==> src/rtl/exc_entry_pkg.sv <==
// Shared constants and types for the exception entry controller.
// Assumes a status word of at least 4 bits and a 5-bit cause code.
package exc_entry_pkg;

    localparam int CODE_W = 5;

    // Status word bit positions
    localparam int ST_PIE = 0;
    localparam int ST_U   = 1;
    localparam int ST_EH  = 2;
    localparam int ST_IH  = 3;

    // TLB control register bit positions
    localparam int TM_DBL = 3;
    localparam int TM_WR  = 18;

    // Cause field position in the cause register
    localparam int CF_LO = 2;
    localparam int CF_HI = CF_LO + CODE_W - 1;

    // Cause codes
    localparam logic [CODE_W-1:0] C_IRQ   = 5'd2;
    localparam logic [CODE_W-1:0] C_TMISS = 5'd12;
    localparam logic [CODE_W-1:0] C_TX    = 5'd13;
    localparam logic [CODE_W-1:0] C_TW    = 5'd15;
    localparam logic [CODE_W-1:0] C_BRK   = 5'd31;

    // Class of the entry selected this cycle
    typedef enum logic [2:0] {
        K_NONE = 3'd0,
        K_IRQ  = 3'd1,
        K_FAST = 3'd2,
        K_DBL  = 3'd3,
        K_PERM = 3'd4,
        K_GEN  = 3'd5,
        K_BRK  = 3'd6
    } kind_t;

endpackage

==> src/rtl/exc_arbiter.sv <==
// Selects at most one entry per cycle and classifies it.
// Priority: exception, then breakpoint, then enabled interrupt.
// Assumes requests are sampled in the same cycle as status_in.
module exc_arbiter
    import exc_entry_pkg::*;
(
    input  logic              exc_valid,
    input  logic [CODE_W-1:0] exc_cause,
    input  logic              brk_valid,
    input  logic              irq_req,
    input  logic              pie,
    input  logic              eh,
    output kind_t             kind,
    output logic [CODE_W-1:0] code
);

    // Classify the winning request by cause and handler state
    always_comb begin
        kind = K_NONE;
        code = '0;
        if (exc_valid) begin
            code = exc_cause;
            if (exc_cause == C_TMISS) begin
                kind = eh ? K_DBL : K_FAST;
            end else if (exc_cause >= C_TX && exc_cause <= C_TW) begin
                kind = K_PERM;
            end else begin
                kind = K_GEN;
            end
        end else if (brk_valid) begin
            kind = K_BRK;
            code = C_BRK;
        end else if (irq_req && pie) begin
            kind = K_IRQ;
            code = C_IRQ;
        end
    end

endmodule

==> src/rtl/exc_update.sv <==
// Computes the next values of all entry-affected registers for a
// classified entry. Purely combinational; the caller qualifies the
// results with kind != K_NONE.
module exc_update
    import exc_entry_pkg::*;
#(
    parameter int          XLEN     = 32,
    parameter logic [31:0] EXC_VEC  = 32'h4,
    parameter logic [31:0] FAST_VEC = 32'h8
) (
    input  kind_t             kind,
    input  logic [CODE_W-1:0] code,
    input  logic [XLEN-1:0]   status_in,
    input  logic [XLEN-1:0]   pc_in,
    input  logic [XLEN-1:0]   cause_q,
    input  logic [XLEN-1:0]   tlbmisc_q,
    output logic [XLEN-1:0]   status_nx,
    output logic [XLEN-1:0]   ret_addr,
    output logic              save_exc,
    output logic              save_brk,
    output logic [XLEN-1:0]   cause_nx,
    output logic [XLEN-1:0]   tlbmisc_nx,
    output logic [XLEN-1:0]   vec_nx
);

    localparam logic [XLEN-1:0] INSN_BYTES = XLEN'(4);

    logic eh_before;
    assign eh_before = status_in[ST_EH];

    // New status word: drop enable and user, mark handler kind
    always_comb begin
        status_nx         = status_in;
        status_nx[ST_PIE] = 1'b0;
        status_nx[ST_U]   = 1'b0;
        if (kind == K_IRQ) begin
            status_nx[ST_IH] = 1'b1;
        end else begin
            status_nx[ST_EH] = 1'b1;
        end
    end

    // Decide which saved-state pair is written
    always_comb begin
        save_exc = (kind == K_IRQ) || (kind == K_FAST) || (kind == K_PERM) ||
                   ((kind == K_GEN) && !eh_before);
        save_brk = (kind == K_BRK) && !eh_before;
    end

    // Return address is the instruction after the faulting one
    assign ret_addr = pc_in + INSN_BYTES;

    // Cause field insertion, other bits kept
    always_comb begin
        cause_nx              = cause_q;
        cause_nx[CF_HI:CF_LO] = code;
    end

    // TLB control flag updates per entry class
    always_comb begin
        tlbmisc_nx = tlbmisc_q;
        case (kind)
            K_FAST: begin
                tlbmisc_nx[TM_DBL] = 1'b0;
                tlbmisc_nx[TM_WR]  = 1'b1;
            end
            K_DBL:  tlbmisc_nx[TM_DBL] = 1'b1;
            K_PERM: if (!eh_before) tlbmisc_nx[TM_WR] = 1'b1;
            default: ;
        endcase
    end

    // Vector selection
    assign vec_nx = (kind == K_FAST) ? FAST_VEC[XLEN-1:0] : EXC_VEC[XLEN-1:0];

endmodule

==> src/rtl/exc_save_slot.sv <==
// One saved-state pair: a status copy and a return address, written
// together on a single enable. Cleared by synchronous reset.
module exc_save_slot #(
    parameter int XLEN = 32
) (
    input  logic            clk,
    input  logic            rst_n,
    input  logic            we,
    input  logic [XLEN-1:0] st_d,
    input  logic [XLEN-1:0] ra_d,
    output logic [XLEN-1:0] st_q,
    output logic [XLEN-1:0] ra_q
);

    // Capture both halves of the pair on the enable
    always_ff @(posedge clk) begin
        if (!rst_n) begin
            st_q <= '0;
            ra_q <= '0;
        end else if (we) begin
            st_q <= st_d;
            ra_q <= ra_d;
        end
    end

endmodule

==> src/rtl/exc_entry_ctrl.sv <==
// Exception, breakpoint and interrupt entry controller.
// Each cycle at most one request is accepted; its register updates
// appear one clock later together with entry_done. Assumes pc_in and
// status_in reflect the architectural state of the entering instruction.
module exc_entry_ctrl
    import exc_entry_pkg::*;
#(
    parameter int          XLEN      = 32,
    parameter logic [31:0] RESET_VEC = 32'h0,
    parameter logic [31:0] EXC_VEC   = 32'h4,
    parameter logic [31:0] FAST_VEC  = 32'h8
) (
    input  logic              clk,
    input  logic              rst_n,
    input  logic              exc_valid,
    input  logic [CODE_W-1:0] exc_cause,
    input  logic              brk_valid,
    input  logic              irq_req,
    input  logic [XLEN-1:0]   pc_in,
    input  logic [XLEN-1:0]   status_in,
    output logic [XLEN-1:0]   pc_out,
    output logic [XLEN-1:0]   status_out,
    output logic [XLEN-1:0]   estatus_out,
    output logic [XLEN-1:0]   bstatus_out,
    output logic [XLEN-1:0]   cause_out,
    output logic [XLEN-1:0]   tlbmisc_out,
    output logic [XLEN-1:0]   ea_out,
    output logic [XLEN-1:0]   ba_out,
    output logic              entry_done
);

    localparam int NSLOT = 2;   // slot 0: exception/interrupt, slot 1: breakpoint

    kind_t             kind;
    logic [CODE_W-1:0] code;
    logic [XLEN-1:0]   status_nx, ret_addr, cause_nx, tlbmisc_nx, vec_nx;
    logic              save_exc, save_brk, take;
    logic [NSLOT-1:0]  slot_we;
    logic [XLEN-1:0]   slot_st [NSLOT];
    logic [XLEN-1:0]   slot_ra [NSLOT];

    exc_arbiter u_arb (
        .exc_valid (exc_valid),
        .exc_cause (exc_cause),
        .brk_valid (brk_valid),
        .irq_req   (irq_req),
        .pie       (status_in[ST_PIE]),
        .eh        (status_in[ST_EH]),
        .kind      (kind),
        .code      (code)
    );

    exc_update #(
        .XLEN     (XLEN),
        .EXC_VEC  (EXC_VEC),
        .FAST_VEC (FAST_VEC)
    ) u_upd (
        .kind       (kind),
        .code       (code),
        .status_in  (status_in),
        .pc_in      (pc_in),
        .cause_q    (cause_out),
        .tlbmisc_q  (tlbmisc_out),
        .status_nx  (status_nx),
        .ret_addr   (ret_addr),
        .save_exc   (save_exc),
        .save_brk   (save_brk),
        .cause_nx   (cause_nx),
        .tlbmisc_nx (tlbmisc_nx),
        .vec_nx     (vec_nx)
    );

    assign take    = (kind != K_NONE);
    assign slot_we = {save_brk, save_exc};

    // Saved-state pairs, one per entry family
    for (genvar s = 0; s < NSLOT; s++) begin : g_slot
        exc_save_slot #(.XLEN(XLEN)) u_slot (
            .clk   (clk),
            .rst_n (rst_n),
            .we    (slot_we[s]),
            .st_d  (status_in),
            .ra_d  (ret_addr),
            .st_q  (slot_st[s]),
            .ra_q  (slot_ra[s])
        );
    end

    assign estatus_out = slot_st[0];
    assign ea_out      = slot_ra[0];
    assign bstatus_out = slot_st[1];
    assign ba_out      = slot_ra[1];

    // Status, vector, cause and TLB control registers
    always_ff @(posedge clk) begin
        if (!rst_n) begin
            pc_out      <= RESET_VEC[XLEN-1:0];
            status_out  <= '0;
            cause_out   <= '0;
            tlbmisc_out <= '0;
        end else if (take) begin
            pc_out      <= vec_nx;
            status_out  <= status_nx;
            cause_out   <= cause_nx;
            tlbmisc_out <= tlbmisc_nx;
        end
    end

    // Completion strobe, one cycle after acceptance
    always_ff @(posedge clk) begin
        if (!rst_n) entry_done <= 1'b0;
        else        entry_done <= take;
    end

endmodule

==> config.mk <==
export PLATFORM = sky130hd
export DESIGN_NAME = exc_entry_ctrl
export DESIGN_NICKNAME = d
export VERILOG_FILES = /design/src/rtl/exc_entry_pkg.sv /design/src/rtl/exc_arbiter.sv /design/src/rtl/exc_update.sv /design/src/rtl/exc_save_slot.sv /design/src/rtl/exc_entry_ctrl.sv
export SDC_FILE = /design/constraint.sdc
export NUM_CORES = 1
export LEC_CHECK = 0
export CORE_AREA = 2 2 164 118
export DETAILED_ROUTE_END_ITERATION = 16
export DIE_AREA = 0 0 166 120
export DONT_BUFFER_PORTS = 1
export HOLD_SLACK_MARGIN = 0.06
export PLACE_DENSITY = 0.79
export SLEW_MARGIN = 25
export SYNTH_ARGS = -nofsm -noshare
export SYNTH_HDL_FRONTEND = slang
export SYNTH_HIERARCHICAL = 1
export SYNTH_SLANG_ARGS = --single-unit
==> constraint.sdc <==
create_clock -name clk -period 2.75 [get_ports clk]
set_input_delay 0.1375 -clock clk [delete_from_list [all_inputs] [get_ports clk]]
set_output_delay 0.1375 -clock clk [all_outputs]
set_load 0.05 [all_outputs]
==> results of run 1 <==
area by class of cell:
cell class              count  area, µm²
repair buffers            267       2770
multi-input cells         783       5290
clock buffers              37        741
clock inverters             6       57.6
fillers                  1128       4130
inverters                   3       11.3
flip-flops and latches    257       5140
well taps                 242        303
diodes                      2       5.00
registers in the layout (all words and copies together) (netlist names):
signal,flops
tlbmisc_out,32
cause_out,32
status_out,32
g_slot.u_slot/st_q,64
g_slot.u_slot/ra_q,64
entry_done,1
pc_out,32
layer usage:
metal  part of all wire [%]  vias to the layer above  track usage [%]
met5                      0                        -                0
met4                    3.8                        0             12.2
met3                     10                       95             11.9
met2                     49                      376             52.6
met1                     37                     4098             33.2
li1                       -                     4043                -
critical path: cells and delay by family:
family                 cells  cell delay, ns
AO/OA/AOI/OAI              2            0.46
buffers and inverters      5            1.42
multiplexers               1            0.29
AND/OR/NAND/NOR            3            0.44
through the flow:
stage	area, µm²	util [%]
after detailed placement	10900	59.2
after CTS	14200	77.2
after global placement	10900	59.2
final	14300	77.6
after global routing	14300	77.6
after floorplan	11900	-
worst paths after layout:
path / startpoint / end / slack [ns] / cells past startpoint
setup / recovery: exc_valid / g_slot[0].u_slot/st_q[13]$_SDFFE_PN0P_ / 0.40 / 11
hold / removal: status_in[2] / tlbmisc_out[18]$_SDFFE_PN0P_ / 0.23 / 5
setup reg to reg: tlbmisc_out[5]$_SDFFE_PN0P_ / tlbmisc_out[5]$_SDFFE_PN0P_ / 0.55 / 4
hold reg to reg: pc_out[22]$_SDFFE_PN0P_ / pc_out[22]$_SDFFE_PN0P_ / 0.71 / 2
cells in the final DEF (no fill, tap or decap), types with 4 or more instances in the layout:
master	n
nand2_1	273
dfxtp_1	257
mux2i_1	255
dlygate4sd3_1	248
nor2b_1	130
conb_1	32
clkbuf_16	26
xnor2_1	23
nand3_1	14
buf_12	8
buf_4	8
clkbuf_8	7
nand4_1	6
and3_1	6
clkbuf_1	5
xor2_1	5
clkinv_2	4
and2_1	4
nor2_1	4
cells by family (layout without fill, tap and decap cells):
group / count (synthesis) / in the layout / synth area share, %
buf+inv: 201 / 313 / 12.8
other cells: 1 / 34 / 0.0318
flops: 257 / 257 / 43.7
compound gates: 9 / 9 / 0.520
mux: 257 / 257 / 21.8
simple gates: 456 / 456 / 19.0
fa+ha+maj: 1 / 1 / 0.106
xor+xnor: 28 / 28 / 2.08
power by group:
group / switching (mW) / leakage, nW / total [mW] / internal (mW)
Clock: 1.48 / 0.394 / 3.42 / 1.95
Combinational: 0.405 / 3.20 / 0.936 / 0.531
Sequential: 0.739 / 2.10 / 4.63 / 3.89
Total: 2.62 / 5.70 / 8.99 / 6.37
repair_timing:
item	CTS	global route
hold buffers	250	0
buffers inserted	0	5
setup endpoints to repair	0	93
resized for setup	0	3
hold endpoints to repair	257	0
==> flow_metrics.py, run 1 <==
metrics = {
    "timing": {
        "skew_ns": 0,
        "maxSlewHeadroom_pct": 49.8,
        "tightest_slew_ns": 0.749,
        "finalHoldViolCount": 0,
        "rsz0062_at_grt": "no",
        "setup_viol": 0,
        "whs_ns": 0.228,
        "tns_ns": 0,
        "finalWorstSetupSlack_ns": 0.399,
        "finalCritPeriodShare_pct": 85.5,
        "period_needed_ns": 2.35,
        "slew_viol_final": 0,
        "timing.fmax_mhz": 425,
    },
    "setup_path": {
        "critical_path_required_ns": 3.15,
        "start_kind": "primary input",
        "endpoint_kind": "flip-flop",
        "cp.arrival_ns": 2.76,
        "cpPeakStageDelay_ns": 0.57,
        "criticalPathCategory": "in -> reg",
        "cpMaxStageDelayCell": "dlygate4sd3_1",
        "worstPathCellList": "dlymetal6s4s_1 > nand2b_2 > o31ai_1 > buf_4 > nor3_1 > a211oi_4 > buf_4 > buf_12 > mux2i_2 > nor2b_1 > dlygate4sd3_1",
        "crit_fanout": 14,
        "crit_top_cell": "buf_4",
    },
    "global_routing": {
        "grt_pass1_wl_mm": 48.9,
        "grt-ovfl-total": 0,
        "grt_usage_pct": 30.3,
        "antenna_found_initial": 2,
        "grt_pass1_vias": 8952,
        "grt_max_degree": 238,
    },
    "power_and_ir_drop": {
        "powerDensity_nw_per_um2": 628,
        "power_mw": 8.99,
        "ir_worst_vdd_mv": 0.535,
        "power_leakage_nw": 5.70,
    },
    "synthesis": {
        "async_reset_ff_share_pct": 0,
        "yosysSeqAreaShare_pct": 43.7,
        "synth.area.top_cells": "dfxtp_1 44%, mux2i_1 22%, nand2_1 8.7%, buf_4 8.0%, nor2b_1 6.9%",
        "postSynthCellCount": 1210,
        "synth_cell_types": 43,
        "yosys_warnings": 6,
        "ys.flop_type": "dfxtp_1",
        "synth_area_um2": 11800,
        "synth_top_area_share_pct": 43.7,
        "syn_area_per_cell_um2": 9.74,
        "netlist_top_cells_count": "273 x nand2_1, 257 x dfxtp_1, 256 x mux2i_1",
        "synth_edf_count": 0,
        "yosys.area.top_type": "dfxtp_1",
        "yosysMostFrequentCell": "nand2_1",
        "yosys_register_bits": 257,
    },
    "drt": {
        "antenna_left": 0,
        "via_per_inst": 5.39,
        "remaining_drc_errors": 0,
        "num_vias": 8612,
        "drt_iter0_drc": 565,
        "routed_wl_mm": 31.6,
        "wire_per_inst_um": 19.8,
        "first_pass_iters": 5,
    },
    "floorplanning": {
        "die_x_um": 166,
        "die_h_um": 120,
        "start_util_pct": 63.9,
        "die-area_um2": 19900,
        "pin_count": 331,
        "num_rows": 42,
        "core-area_um2": 18400,
    },
    "clocking": {
        "root_buffer": "clkbuf_16",
        "clock_latency_ns": 0.51,
        "tritoncts": "done",
        "cts.sinks": 257,
        "clk_pin_slew_ns": 0.07,
        "htree_levels": 1,
        "cts_made_buffers": 25,
        "clockBufferDepth": 3,
    },
    "final_layout": {
        "syn_to_final_growth_pct": 21.5,
        "stdcell_count": 1597,
        "final_nets": 1412,
        "drive_above_1_share_pct": 5.17,
    },
    "place": {
        "pre_cts_ws_ns": 0.607,
        "io_buffers": 0,
        "hpwl_mm": 15.4,
        "dp.cells": 1296,
        "gp_congestion": 0.805,
    },
    "flow_run": {
        "cap_violations": 0,
    },
    "min_path": {
        "holdCritPathClass": "in -> reg",
    },
    "status": {
        "status": "finished, final reports clean",
    },
}
(Power assumes the default switching activity.)
==> run 2: changes to the inputs <==
- CORE_AREA: 2 2 164 118 -> 2 2 145 147
- DIE_AREA: 0 0 166 120 -> 0 0 147 149
- PLACE_DENSITY: 0.79 -> 0.75
- clock period: 2.75 -> 1.9 ns (I/O delays scaled with it)
==> flow_metrics.py, run 2 <==
metrics = {
    "synthesis": {
        "yosysSeqAreaShare_pct": 43.7,
        "yosys_register_bits": 257,
        "ys.flop_type": "dfxtp_1",
        "yosys_warnings": 6,
        "syn_area_per_cell_um2": 9.74,
        "synth_top_area_share_pct": 43.7,
        "yosysMostFrequentCell": "nand2_1",
        "synth_cell_types": 43,
        "postSynthCellCount": 1210,
        "synth.area.top_cells": "dfxtp_1 44%, mux2i_1 22%, nand2_1 8.7%, buf_4 8.0%, nor2b_1 6.9%",
        "synth_edf_count": 0,
        "async_reset_ff_share_pct": 0,
        "netlist_top_cells_count": "273 x nand2_1, 257 x dfxtp_1, 256 x mux2i_1",
        "synth_area_um2": 11800,
        "yosys.area.top_type": "dfxtp_1",
    },
    "clocking": {
        "cts_made_buffers": 27,
        "clockBufferDepth": 3,
        "ctsHoldBuffers": 290,
        "cts.sinks": 257,
        "htree_levels": 1,
        "cts_setup_buffers": 0,
        "root_buffer": "clkbuf_16",
        "ctsResizeCount": 0,
    },
    "status": {
        "status": "aborted with a tool error",
        "stop_error": "[ERROR RSZ-0060] Max buffer count reached.",
        "haltStage": "clock tree synthesis (4_1_cts)",
    },
    "place": {
        "placed_cell_area_um2": 11600,
        "gp_congestion": 0.787,
        "hpwl_mm": 16.6,
        "io_buffers": 0,
        "dp.cells": 1399,
    },
    "floorplanning": {
        "num_rows": 53,
        "die_x_um": 147,
        "start_util_pct": 57.3,
        "pin_count": 331,
        "die_h_um": 149,
    },
}
==> run 2: cells by family after synthesis <==
family / synth area share [%]
buffers and inverters: 12.8
adder cells (fa/ha/maj): 0.106
flip-flops: 43.7
multiplexers: 21.8
XOR/XNOR: 2.08
AO/OA/AOI/OAI: 0.520
other: 0.0318
AND/OR/NAND/NOR: 19.0
==> run 2: per-stage QoR <==
stage | hold WS (ns) | setup slack, ns
floorplan | 0.264 | 0.0303
global placement | 0.238 | 0.0876
detailed placement | 0.241 | 0.0676
==> run 3: changes to the inputs <==
- CORE_AREA: 2 2 145 147 -> 2 2 175 177
- DIE_AREA: 0 0 147 149 -> 0 0 177 179
- HOLD_SLACK_MARGIN: 0.06 -> unset
- PLACE_DENSITY: 0.75 -> unset
- PLACE_DENSITY_LB_ADDON: unset -> 0.15
- clock period: 1.9 -> 2.5 ns (I/O delays scaled with it)
==> flow_metrics.py, run 3 (same netlist as run 1, synthesis figures left out) <==
metrics = {
    "status": {
        "status": "finished, final reports clean",
    },
    "power_and_ir_drop": {
        "ir_worst_vdd_mv": 0.493,
        "power_leakage_nw": 5.84,
        "powerDensity_nw_per_um2": 711,
        "clkPwrFrac_pct": 42.5,
        "seq_power_share_pct": 48.2,
        "comb_power_share_pct": 9.4,
        "power.internal_mw": 7.69,
        "power.switching_mw": 2.87,
        "switching_share_pct": 27.2,
    },
    "final_layout": {
        "syn_to_final_growth_pct": 26.2,
        "drive_above_1_share_pct": 5.31,
        "final_cell_mix": "273 x nand2_1, 264 x dlygate4sd3_1, 257 x dfxtp_1, 256 x mux2i_1, 130 x nor2b_1",
        "reg_top3": "g_slot.u_slot/ra_q: 64 flops, g_slot.u_slot/st_q: 64 flops",
        "final_nets": 1434,
        "mostFrequentLayoutCell": "nand2_1",
    },
    "drt": {
        "routed_wl_mm": 29.8,
        "drt_iter0_drc": 322,
        "via_per_inst": 4.64,
        "num_vias": 8239,
        "first_pass_iters": 4,
        "wire_per_inst_um": 16.8,
        "antenna_left": 0,
        "remaining_drc_errors": 0,
    },
    "min_path": {
        "min_delay_path_depth": 5,
        "hp-start": "status_in[2]",
        "min_to": "tlbmisc_out[18]$_SDFFE_PN0P_",
        "holdCritPathClass": "in -> reg",
    },
    "floorplanning": {
        "die_h_um": 179,
        "die_x_um": 177,
        "die-area_um2": 31700,
        "core-area_um2": 30000,
        "num_rows": 64,
        "pin_count": 331,
        "start_util_pct": 39.2,
    },
    "place": {
        "gp_congestion": 0.763,
        "pre_cts_ws_ns": 0.403,
        "io_buffers": 0,
        "hpwl_mm": 18.1,
    },
    "clocking": {
        "htree_levels": 1,
        "root_buffer": "clkbuf_16",
        "clock_latency_ns": 0.54,
        "clk_pin_slew_ns": 0.06,
        "clockBufferDepth": 3,
        "ctsResizeCount": 0,
        "cts.sinks": 257,
        "tritoncts": "done",
        "cts_made_buffers": 29,
    },
    "timing": {
        "finalHoldViolCount": 0,
        "timing.fmax_mhz": 429,
        "slew_viol_final": 0,
        "tightest_slew_ns": 0.620,
        "skew_ns": 0,
        "setup_viol": 0,
        "period_needed_ns": 2.33,
        "finalCritPeriodShare_pct": 93.3,
        "tns_ns": 0,
        "maxSlewHeadroom_pct": 58.6,
        "rsz0062_at_grt": "no",
        "finalWorstSetupSlack_ns": 0.168,
    },
    "setup_path": {
        "criticalPathCategory": "in -> reg",
        "reg2regPathDepth": 4,
        "crit_fanout": 9,
        "reg2reg_from": "cause_out[31]$_SDFFE_PN0P_",
        "start_kind": "primary input",
        "critical_path_required_ns": 2.92,
        "cp.arrival_ns": 2.75,
        "endpoint_kind": "flip-flop",
        "rrSetupSlack_ns": 0.38,
        "reg2reg_to": "cause_out[31]$_SDFFE_PN0P_",
    },
    "flow_run": {
        "cap_violations": 0,
    },
    "global_routing": {
        "grt_pass1_wl_mm": 45.5,
        "antenna_found_initial": 2,
        "grt_max_degree": 256,
        "grt_pass1_vias": 8043,
        "grt_usage_pct": 18.0,
        "grt-ovfl-total": 0,
    },
}
## run 3: stage by stage
stage	instances	area [µm²]	hold WS [ns]	total power, mW	utilization (%)
floorplan	1241	11900	0.294	5.82	-
global placement	1459	11200	0.266	5.81	37.3
detailed placement	1459	11200	0.270	5.82	37.3
CTS	1772	14900	0.0995	10.7	49.5
global route	1772	14900	0.180	11.0	49.5
finish	1774	14900	0.183	10.6	49.5
## run 3: power by group through the flow
stage	Clock, mW	Combinational, mW	Sequential [mW]
floorplan	0	0.717	5.11
global placement	0	0.625	5.18
detailed placement	0	0.638	5.18
CTS	4.63	0.982	5.09
global route	4.80	1.08	5.11
finish	4.48	0.988	5.09
## run 3: worst max path at each step
stage,startpoint,end,slack (ns)
after floorplan,exc_valid,g_slot[1].u_slot/ra_q[10]$_SDFFE_PN0P_,0.42
after global placement,exc_cause[4],g_slot[1].u_slot/st_q[23]$_SDFFE_PN0P_,0.35
after detailed placement,exc_cause[4],g_slot[1].u_slot/ra_q[1]$_SDFFE_PN0P_,0.40
after CTS,exc_cause[4],g_slot[1].u_slot/st_q[0]$_SDFFE_PN0P_,0.22
after global routing,exc_cause[4],g_slot[1].u_slot/st_q[0]$_SDFFE_PN0P_,0.08
final,exc_cause[4],g_slot[1].u_slot/st_q[0]$_SDFFE_PN0P_,0.17
## run 3: final cells by class
cell class / count / area (µm²)
Timing Repair Buffer: 285 / 2930
Clock buffer: 40 / 797
Fill cell: 2769 / 15200
Sequential cell: 257 / 5140
Tap cell: 396 / 495
Inverter: 3 / 11.3
Multi-Input combinational cell: 783 / 5280
Clock inverter: 8 / 194
Antenna cell: 2 / 5.00
## run 3: critical path: stages
cell and delay [ns]:
nand4b_4 0.16, o31ai_1 0.31, buf_4 0.25, nor4bb_4 0.38, buf_4 0.20, mux2i_1 0.16, dlygate4sd3_1 0.57, nor2b_1 0.04
dlygate4sd3_1 0.55
## run 3: timing repair
item / in CTS / in global routing
hold buffers: 265 / 0
buffers inserted: 0 / 0
hold endpoints to repair: 257 / 0
setup endpoints to repair: 0 / 0
## run 3: routing by layer
metal  part of all wire [%]  vias up  track usage [%]
met3                     12       51             8.59
li1                       -     4094                -
met2                     46      264             29.5
met1                     40     3828             20.9
met4                    2.5        2             5.17
met5                  0.037        -                0
==> run 4: changes to the inputs <==
- MAX_ROUTING_LAYER: unset -> met4
==> flow_metrics.py, run 4 (same netlist as run 1, synthesis figures left out) <==
metrics = {
    "clocking": {
        "ctsResizeCount": 0,
        "cts_setup_buffers": 0,
        "ctsHoldBuffers": 265,
        "cts.sinks": 257,
        "clk_pin_slew_ns": 0.06,
        "clock_latency_ns": 0.54,
        "htree_levels": 1,
        "tritoncts": "done",
        "cts_made_buffers": 29,
        "root_buffer": "clkbuf_16",
        "clockBufferDepth": 3,
    },
    "setup_path": {
        "cpPeakStageDelay_ns": 0.57,
        "worstPathCellList": "nand4b_4 > o31ai_1 > buf_4 > nor4bb_4 > buf_4 > mux2i_1 > dlygate4sd3_1 > nor2b_1 > dlygate4sd3_1",
        "cp.arrival_ns": 2.76,
        "cpMaxStageDelayCell": "dlygate4sd3_1",
        "cp.buffers_inverters": 4,
        "start_kind": "primary input",
        "crit_fanout": 9,
        "criticalPathCategory": "in -> reg",
        "path_delay_family": "buffers and inverters",
        "critical_path_required_ns": 2.92,
        "endpoint_kind": "flip-flop",
    },
    "timing": {
        "finalHoldViolCount": 0,
        "setup_viol": 0,
        "maxSlewHeadroom_pct": 58.6,
        "tightest_slew_ns": 0.621,
        "period_needed_ns": 2.33,
        "slew_viol_final": 0,
        "tns_ns": 0,
        "finalCritPeriodShare_pct": 93.4,
        "timing.fmax_mhz": 428,
        "skew_ns": 0,
        "rsz0062_at_grt": "no",
    },
    "final_layout": {
        "utilization_pct": 49.5,
        "final_nets": 1434,
        "final_cell_mix": "273 x nand2_1, 264 x dlygate4sd3_1, 257 x dfxtp_1, 256 x mux2i_1, 130 x nor2b_1",
        "mostFrequentLayoutCell": "nand2_1",
        "stdcell_count": 1775,
        "drive_above_1_share_pct": 5.31,
        "seqCellArea_um2": 5140,
        "fillers": 2770,
        "syn_to_final_growth_pct": 26.2,
        "reg_top3": "g_slot.u_slot/ra_q: 64 flops, g_slot.u_slot/st_q: 64 flops",
        "multi_input_area_um2": 5280,
    },
    "global_routing": {
        "grt-ovfl-total": 0,
        "antenna_found_initial": 2,
        "grt_pass1_wl_mm": 45.4,
        "grt_usage_pct": 18.5,
        "grt_pass1_vias": 8078,
        "grt_max_degree": 256,
    },
    "place": {
        "gp_congestion": 0.774,
        "dp.cells": 1459,
        "io_buffers": 0,
        "hpwl_mm": 18.1,
    },
    "drt": {
        "antenna_left": 0,
        "routed_wl_mm": 29.8,
        "num_vias": 8223,
        "via_per_inst": 4.63,
        "drt_iter0_drc": 327,
        "wire_per_inst_um": 16.8,
        "remaining_drc_errors": 0,
        "first_pass_iters": 4,
    },
    "power_and_ir_drop": {
        "power_leakage_nw": 5.84,
        "seq_power_share_pct": 48.2,
        "power.internal_mw": 7.69,
        "power.switching_mw": 2.87,
        "comb_power_share_pct": 9.4,
        "switching_share_pct": 27.2,
        "clkPwrFrac_pct": 42.5,
        "ir_worst_vdd_mv": 0.492,
        "powerDensity_nw_per_um2": 710,
    },
    "status": {
        "status": "finished, final reports clean",
    },
    "floorplanning": {
        "core-area_um2": 30000,
        "die_x_um": 177,
        "pin_count": 331,
        "start_util_pct": 39.2,
        "die-area_um2": 31700,
        "die_h_um": 179,
        "num_rows": 64,
    },
    "flow_run": {
        "cap_violations": 0,
    },
    "min_path": {
        "holdCritPathClass": "in -> reg",
    },
}
==> run 4: metrics by stage <==
stage	total power [mW]	area [µm²]	hold WS (ns)	setup slack (ns)
after CTS	10.7	14900	0.0995	0.219
after detailed placement	5.82	11200	0.270	0.403
after global placement	5.81	11200	0.266	0.347
final	10.6	14900	0.183	0.166
after global routing	11.0	14900	0.180	0.0840
after floorplan	5.82	11900	0.294	0.422
==> run 4: worst register-to-register path, cell delays in order (launching register included) <==
cell           delay (ns)
dfxtp_1              0.69
nand2_1              0.09
dlygate4sd3_1        0.58
mux2i_1              0.13
dlygate4sd3_1        0.57
==> run 4: cell type report <==
class | instances | share of cell area [%]
Antenna cell | 3 | 0.0505
Clock buffer | 40 | 5.36
Clock inverter | 8 | 1.30
Inverter | 3 | 0.0758
Multi-Input combinational cell | 783 | 35.5
Sequential cell | 257 | 34.6
Tap cell | 396 | 3.33
Timing Repair Buffer | 285 | 19.7
==> run 4: worst paths after layout <==
check,slack (ns),cells past startpoint,to,start
setup / recovery,0.17,9,g_slot[1].u_slot/st_q[0]$_SDFFE_PN0P_,exc_cause[4]
hold / removal,0.18,5,tlbmisc_out[18]$_SDFFE_PN0P_,status_in[2]
setup reg to reg,0.38,4,tlbmisc_out[2]$_SDFFE_PN0P_,tlbmisc_out[2]$_SDFFE_PN0P_
hold reg to reg,0.71,2,pc_out[16]$_SDFFE_PN0P_,pc_out[16]$_SDFFE_PN0P_
==> run 4: power groups by stage <==
stage          combinational (mW)  sequential, mW  clock, mW
2_1_floorplan               0.717            5.11          0
3_3_place_gp                0.625            5.18          0
3_5_place_dp                0.638            5.18          0
4_1_cts                     0.982            5.09       4.63
5_1_grt                      1.08            5.11       4.81
6_report                    0.988            5.09       4.48
==> run 4: metal layers <==
metal | vias up | part of all wire (%) | track usage, %
li1 | 4095 | - | -
met1 | 3815 | 40 | 21.0
met2 | 264 | 46 | 29.5
met3 | 49 | 12 | 8.33
met4 | 0 | 2.4 | 5.06
met5 | - | 0 | -
